## src/rtl/rssi_hold_pkg.sv

```systemverilog
// Package: shared types for the signal-strength readout hold.
// Assumes: nothing beyond IEEE 1800-2017.
package rssi_hold_pkg;

    // Readout register mode: following samples, or held after sync.
    typedef enum logic {
        RD_TRACK = 1'b0,
        RD_HELD  = 1'b1
    } rd_mode_t;

endpackage

```

## src/rtl/rssi_readout_reg.sv

```systemverilog
// Module: readout register that follows valid samples and holds after sync.
// Assumes: sync_hit and rx_enter are single-cycle pulses; synchronous
// active-low reset; rx_enter has priority over sync_hit.
module rssi_readout_reg
    import rssi_hold_pkg::*;
#(
    parameter int RSSI_W = 8
) (
    input  logic              clk,
    input  logic              rst_n,
    input  logic [RSSI_W-1:0] smp_data,
    input  logic              smp_valid,
    input  logic              sync_hit,
    input  logic              rx_enter,
    input  logic              sync_en,
    output logic [RSSI_W-1:0] rd_value,
    output logic              rd_held
);

    rd_mode_t mode_q;
    rd_mode_t mode_d;

    // Next mode: entry releases, an enabled sync holds, otherwise keep.
    always_comb begin
        mode_d = mode_q;
        if (rx_enter)
            mode_d = RD_TRACK;
        else if (sync_hit && sync_en)
            mode_d = RD_HELD;
    end

    // Mode register.
    always_ff @(posedge clk) begin
        if (!rst_n)
            mode_q <= RD_TRACK;
        else
            mode_q <= mode_d;
    end

    // Readout register: load valid samples only while tracking.
    always_ff @(posedge clk) begin
        if (!rst_n)
            rd_value <= '0;
        else if (mode_q == RD_TRACK && smp_valid)
            rd_value <= smp_data;
    end

    assign rd_held = (mode_q == RD_HELD);

    assert_track_R2: assert property (@(posedge clk) disable iff (!rst_n)
        (!rd_held && smp_valid) |=> (rd_value == $past(smp_data)));

    assert_hold_stable_R3: assert property (@(posedge clk) disable iff (!rst_n)
        rd_held |=> $stable(rd_value));

    assert_sync_holds_R3: assert property (@(posedge clk) disable iff (!rst_n)
        (sync_hit && sync_en && !rx_enter) |=> rd_held);

    assert_entry_release_R4: assert property (@(posedge clk) disable iff (!rst_n)
        rx_enter |=> !rd_held);

    assert_no_hold_when_off_R5: assert property (@(posedge clk) disable iff (!rst_n)
        (!rd_held && !sync_en) |=> !rd_held);

endmodule

```

## src/rtl/rssi_pkt_snap.sv

```systemverilog
// Module: counts received bytes per packet and records the strength on
// the SNAP_BYTE-th strobe when appending is enabled.
// Assumes: rx_enter starts a packet; the count saturates after capture so
// only one snapshot is taken per packet; synchronous active-low reset.
module rssi_pkt_snap #(
    parameter int RSSI_W    = 8,
    parameter int SNAP_BYTE = 8
) (
    input  logic              clk,
    input  logic              rst_n,
    input  logic [RSSI_W-1:0] smp_data,
    input  logic              smp_valid,
    input  logic              rx_enter,
    input  logic              byte_stb,
    input  logic              append_en,
    output logic [RSSI_W-1:0] snap_value
);

    localparam int CNT_W = $clog2(SNAP_BYTE + 1);
    localparam logic [CNT_W-1:0] CNT_LAST = CNT_W'(SNAP_BYTE);
    localparam logic [CNT_W-1:0] CNT_PRE  = CNT_W'(SNAP_BYTE - 1);

    logic [CNT_W-1:0]  cnt_q;
    logic [RSSI_W-1:0] live_q;
    logic              take;

    // Capture condition: the strobe that completes the chosen byte.
    assign take = byte_stb && !rx_enter && append_en && (cnt_q == CNT_PRE);

    // Most recent valid sample, used when none arrives with the strobe.
    always_ff @(posedge clk) begin
        if (!rst_n)
            live_q <= '0;
        else if (smp_valid)
            live_q <= smp_data;
    end

    // Byte counter: cleared on entry, saturates at SNAP_BYTE.
    always_ff @(posedge clk) begin
        if (!rst_n)
            cnt_q <= '0;
        else if (rx_enter)
            cnt_q <= '0;
        else if (byte_stb && cnt_q != CNT_LAST)
            cnt_q <= cnt_q + 1'b1;
    end

    // Snapshot register.
    always_ff @(posedge clk) begin
        if (!rst_n)
            snap_value <= '0;
        else if (take)
            snap_value <= smp_valid ? smp_data : live_q;
    end

    always_comb begin
        assert_cnt_bound_R6: assert (!rst_n || cnt_q <= CNT_LAST);
    end

    assert_snap_quiet_R7: assert property (@(posedge clk) disable iff (!rst_n)
        (!byte_stb || rx_enter || !append_en) |=> $stable(snap_value));

    assert_cnt_saturates_R6: assert property (@(posedge clk) disable iff (!rst_n)
        (cnt_q == CNT_LAST && !rx_enter) |=> (cnt_q == CNT_LAST));

    assert_rearm_R8: assert property (@(posedge clk) disable iff (!rst_n)
        rx_enter |=> (cnt_q == '0));

endmodule

```

## src/rtl/rssi_power_conv.sv

```systemverilog
// Module: combinational converter from a two's-complement half-dB reading
// to a signed power figure: floor(reading/2) - offset.
// Assumes: PWR_W > RSSI_W so the offset subtraction cannot wrap for
// offsets below 2**(PWR_W-2).
module rssi_power_conv #(
    parameter int RSSI_W     = 8,
    parameter int PWR_W      = 9,
    parameter int PWR_OFFSET = 72
) (
    input  logic [RSSI_W-1:0]       rd_value,
    output logic signed [PWR_W-1:0] rd_power
);

    logic signed [PWR_W-1:0] ext;
    logic signed [PWR_W-1:0] half;

    // Sign-extend, halve with rounding toward minus infinity, remove offset.
    always_comb begin
        ext      = PWR_W'($signed(rd_value));
        half     = ext >>> 1;
        rd_power = half - PWR_W'(PWR_OFFSET);
    end

endmodule

```

## src/rtl/rssi_hold.sv

```systemverilog
// Module: top of the signal-strength readout hold. Joins the readout
// register, the per-packet snapshot and the power converter.
// Assumes: all control inputs are synchronous to clk.
module rssi_hold #(
    parameter int RSSI_W     = 8,
    parameter int SNAP_BYTE  = 8,
    parameter int PWR_W      = 9,
    parameter int PWR_OFFSET = 72
) (
    input  logic                    clk,
    input  logic                    rst_n,
    input  logic [RSSI_W-1:0]       smp_data,
    input  logic                    smp_valid,
    input  logic                    sync_hit,
    input  logic                    rx_enter,
    input  logic                    byte_stb,
    input  logic                    sync_en,
    input  logic                    append_en,
    output logic [RSSI_W-1:0]       rd_value,
    output logic [RSSI_W-1:0]       snap_value,
    output logic signed [PWR_W-1:0] rd_power
);

    logic rd_held;

    rssi_readout_reg #(.RSSI_W(RSSI_W)) u_readout (
        .clk       (clk),
        .rst_n     (rst_n),
        .smp_data  (smp_data),
        .smp_valid (smp_valid),
        .sync_hit  (sync_hit),
        .rx_enter  (rx_enter),
        .sync_en   (sync_en),
        .rd_value  (rd_value),
        .rd_held   (rd_held)
    );

    rssi_pkt_snap #(.RSSI_W(RSSI_W), .SNAP_BYTE(SNAP_BYTE)) u_snap (
        .clk        (clk),
        .rst_n      (rst_n),
        .smp_data   (smp_data),
        .smp_valid  (smp_valid),
        .rx_enter   (rx_enter),
        .byte_stb   (byte_stb),
        .append_en  (append_en),
        .snap_value (snap_value)
    );

    rssi_power_conv #(.RSSI_W(RSSI_W), .PWR_W(PWR_W), .PWR_OFFSET(PWR_OFFSET)) u_conv (
        .rd_value (rd_value),
        .rd_power (rd_power)
    );

    assert_reset_clear_R1: assert property (@(posedge clk)
        !rst_n |=> (rd_value == '0 && snap_value == '0));

    assert_held_after_sync_R3: assert property (@(posedge clk) disable iff (!rst_n)
        (rd_held && !rx_enter) |=> rd_held);

endmodule

```

## config.mk

```make
export PLATFORM = sky130hd
export DESIGN_NAME = rssi_hold
export DESIGN_NICKNAME = d
export VERILOG_FILES = /design/src/rtl/rssi_hold_pkg.sv /design/src/rtl/rssi_readout_reg.sv /design/src/rtl/rssi_pkt_snap.sv /design/src/rtl/rssi_power_conv.sv /design/src/rtl/rssi_hold.sv
export SDC_FILE = /design/constraint.sdc
export NUM_CORES = 1
export LEC_CHECK = 0
export CAP_MARGIN = 20
export CORE_MARGIN = 4
export CORE_UTILIZATION = 45
export DETAILED_ROUTE_END_ITERATION = 12
export GPL_TIMING_DRIVEN = 0
export PLACE_DENSITY = 0.83
export RECOVER_POWER = 25
export SKIP_CTS_REPAIR_TIMING = 1
export SLEW_MARGIN = 20
export SYNTH_ARGS = -nofsm -noshare
export SYNTH_HDL_FRONTEND = slang
export SYNTH_SLANG_ARGS = --single-unit
```

## constraint.sdc

```tcl
create_clock -name clk -period 2.45 [get_ports clk]
set_clock_uncertainty 0.15 [all_clocks]
set_input_delay 0.245 -clock clk [delete_from_list [all_inputs] [get_ports clk]]
set_output_delay 0.245 -clock clk [all_outputs]
set_load 0.01 [all_outputs]
```

==> results.sh <==
export IMPL_min_path_cells=3
export IMPL_highest_clock_rate_ghz=0.477
export IMPL_first_global_vias=913
export IMPL_critical_path_arrival_ps=1700
export IMPL_postSynth_asyncResetShare_pct=0
export IMPL_core_um2=2730
export IMPL_finalCriticalPeriod_ps=2100
export IMPL_critical_path_slowest_cell="sky130_fd_sc_hd__clkdlybuf4s50_1"
export IMPL_max_stage_delay_ps=560
export IMPL_worstHoldPathType="in -> reg"
export IMPL_initial_antenna_violation_count=0
export IMPL_timing_final_setup_violations=0
export IMPL_outcome="complete, no violations"
export IMPL_root_buffer="sky130_fd_sc_hd__clkbuf_4"
export IMPL_grt_ovfl_total=0
export IMPL_postSynthRegisterBits=29
export IMPL_crit_path_required_time_ps=2060
export IMPL_die_x_um=61.5
export IMPL_hpwlAfterDp_um=1960
export IMPL_area_taken_by_flip_flops_and_latches_um2=581
export IMPL_crit_chain="inv_1 > ha_1 > xor2_1 > clkdlybuf4s50_1"
export IMPL_cts_tree="built"
export IMPL_mean_number_of_vias_per_cell=4.83
export IMPL_number_of_nets_at_the_end_of_the_flow=184
export IMPL_grt_start_max_net_pins=11
export IMPL_final_antenna_net_count=0
export IMPL_cts_buffers=5
export IMPL_place_gp_congestion=0.712
export IMPL_placementRows=19
export IMPL_timing_critical_path_max_delay_family="buffers and inverters"
export IMPL_port_buffer_count=38
export IMPL_netlist_top_cell_by_area="sky130_fd_sc_hd__dfxtp_1"
export IMPL_timing_final_hold_violations=0
export IMPL_min_delay_worst_endpoint="u_snap.live_q[3]$_SDFF_PN0_"
export IMPL_grt_first_pass_wirelength_um=3970
export IMPL_power_density_cell_area_nw_per_um2=589
export IMPL_synth_top_area_share_pct=45.1
export IMPL_cts_htree_levels=2
export IMPL_ys_dominant_reg_cell="sky130_fd_sc_hd__dfxtp_1"
export IMPL_floorplan_initialDensity_pct=47.0
export IMPL_synthesis_instances=120
export IMPL_wl_per_cell_um=12.8
export IMPL_hp_start="smp_valid"
export IMPL_worst_skew_pair_late_latency_ps=320
export IMPL_syn_mean_instance_area_um2=10.7
export IMPL_cts_reportedPaths_clkPinSlew_ps=90
export IMPL_ff2ff_setup_slack_ps=600
export IMPL_synth_nets=139
export IMPL_fin_worst_hold_slack_ps=233
export IMPL_min_period_over_period_pct=85.6
export IMPL_synth_top_cells_by_count="sky130_fd_sc_hd__dfxtp_1, sky130_fd_sc_hd__nor2b_1, sky130_fd_sc_hd__mux2i_1"
export IMPL_ys_warn_count=0
export IMPL_crit_reg2reg_capture="u_snap.snap_value[3]$_SDFFE_PN0P_"
export IMPL_detailedRoute_firstPassIterationCount=4
export IMPL_timing_final_max_slew_violations=0
export IMPL_grt_usage_pct=14.7
export IMPL_critPathKind="reg -> out"
export IMPL_dieHeight_um=61.5
export IMPL_postRouteWirelength_um=2520
export IMPL_synthMostInstantiatedCell="sky130_fd_sc_hd__dfxtp_1"
export IMPL_crit_fanout=4
export IMPL_layout_area_overhead_vs_synth_pct=39.2
export IMPL_crit_path_end_kind="primary output"
export IMPL_total_leakage_power_nw=0.762
export IMPL_multiInputGateArea_um2=624
export IMPL_grt_setup_unrepaired="false"
export IMPL_first_iter_violations=23
export IMPL_reg2reg_from="u_snap.cnt_q[0]$_SDFFE_PP0P_"
export IMPL_worst_path_buf_inv=2
export IMPL_ir_worst_vdd_mv=0.493
export IMPL_num_vias=951
export IMPL_layout_filler_cells=229
export IMPL_detail_route_drc_violations=0
export IMPL_die_area_um2=3780
export IMPL_post_synth_instance_area_um2=1290
export IMPL_synth_enable_flop_cells=0
export IMPL_synth_area_top_cells="sky130_fd_sc_hd__dfxtp_1, sky130_fd_sc_hd__mux2i_1, sky130_fd_sc_hd__mux2_4"
export IMPL_cts_buffer_depth=2
export IMPL_synth_cell_type_count=27
export IMPL_cap_violations=0
export IMPL_fin_tns_setup_ps=0
export IMPL_tritoncts_num_sinks=29
export IMPL_r2r_worst_path_cells=5
export IMPL_post_route_cells_drive_above_1_share_pct=15.1
export IMPL_start_kind="flip-flop"
export IMPL_antennaDiodeCount=0
export IMPL_ios=41
export IMPL_seq_area_frac_synth_pct=45.1
==> placed cells by master, fill, tap and decap left out, drive strengths merged <==
master / count
nand2: 3
or4: 1
xor2: 2
nand4: 1
ha: 3
nor2b: 17
a21oi: 4
dfxtp: 29
nand3b: 2
clkbuf: 9
and3b: 1
and2: 8
mux2i: 16
mux2: 8
nor2: 2
inv: 6
clkdlybuf4s50: 37
dlygate4sd3: 1
o21ai: 2
conb: 1
a211o: 1
xnor2: 1
or3: 1
buf: 7
nor3: 1
nand2b: 1
bufinv: 1
==> metrics by stage <==
step           power (mW)  utilization [%]  cell area (um^2)  std cells  setup WS (ps)
2_1_floorplan       0.580                -              1290        120            704
6_report             1.05             65.5              1790        197            353
3_3_place_gp        0.655             62.4              1710        189            387
5_1_grt              1.11             65.5              1790        197            223
4_1_cts              1.07             65.5              1790        197            321
3_5_place_dp        0.660             62.4              1710        189            368
==> area by class of cell <==
type                       instances  area share (%)
multi-input combinational         76            34.9
sequential                        29            32.4
clock buffer                       7            3.07
timing repair buffer              38            21.2
inverter                           6            1.26
tap                               31            2.17
buffer                             9            3.28
clock inverter                     1            1.68
==> power by group <==
| part | leakage, nW | switching, mW | internal (mW) | total [mW] |
|---|---|---|---|---|
| combinational | 0.480 | 0.0580 | 0.0892 | 0.147 |
| sequential | 0.237 | 0.0107 | 0.489 | 0.499 |
| clock | 0.0455 | 0.164 | 0.244 | 0.407 |
==> worst reg2reg max path: cells and delay by family (launching register included) <==
kind / cells / cell delay [ps]
flip-flops: 1 / 410
buffers and inverters: 1 / 160
multiplexers: 1 / 300
adder cells (fa/ha/maj): 1 / 190
AND/OR/NAND/NOR: 2 / 550
==> flip-flops by register name (all words and copies together) (netlist names) <==
register / cells
u_readout.rd_held: 1
u_readout.rd_value: 8
u_snap.snap_value: 8
u_snap.live_q: 8
u_snap.cnt_q: 4
==> layer usage <==
metal,GRT usage (%),wire length [um],vias up
li1,-,-,482
met1,16.3,1100,431
met2,23.7,1200,31
met3,5.03,162,7
met4,9.70,61,0
met5,0,0,-
==> worst max-delay path by stage <==
stage                                                  start                                end  cells after the start
final                     u_readout.rd_value[4]$_SDFFE_PN0P_                        rd_power[5]                      4
after global routing      u_readout.rd_value[4]$_SDFFE_PN0P_                        rd_power[5]                      4
after CTS                 u_readout.rd_value[4]$_SDFFE_PN0P_                        rd_power[5]                      4
after detailed placement                            byte_stb  u_snap.snap_value[0]$_SDFFE_PN0P_                      5
after global placement                              byte_stb  u_snap.snap_value[6]$_SDFFE_PN0P_                      5
after floorplan                 u_snap.cnt_q[0]$_SDFFE_PP0P_  u_snap.snap_value[0]$_SDFFE_PN0P_                      5
==> logic make-up (layout without fill, tap and decap cells) <==
logic type	after synthesis	after routing	synth area share, %
adders and majority gates	3	3	2.92
other	1	1	0.292
muxes	24	24	21.8
DFF	29	29	45.1
and+or+nand+nor	38	38	18.4
xor gates and xnor gates	3	3	2.04
AOI/OAI and AO/OA	7	7	3.11
buffers and inverters	15	61	6.32
Note: power is estimated with default switching activity, not from simulation.
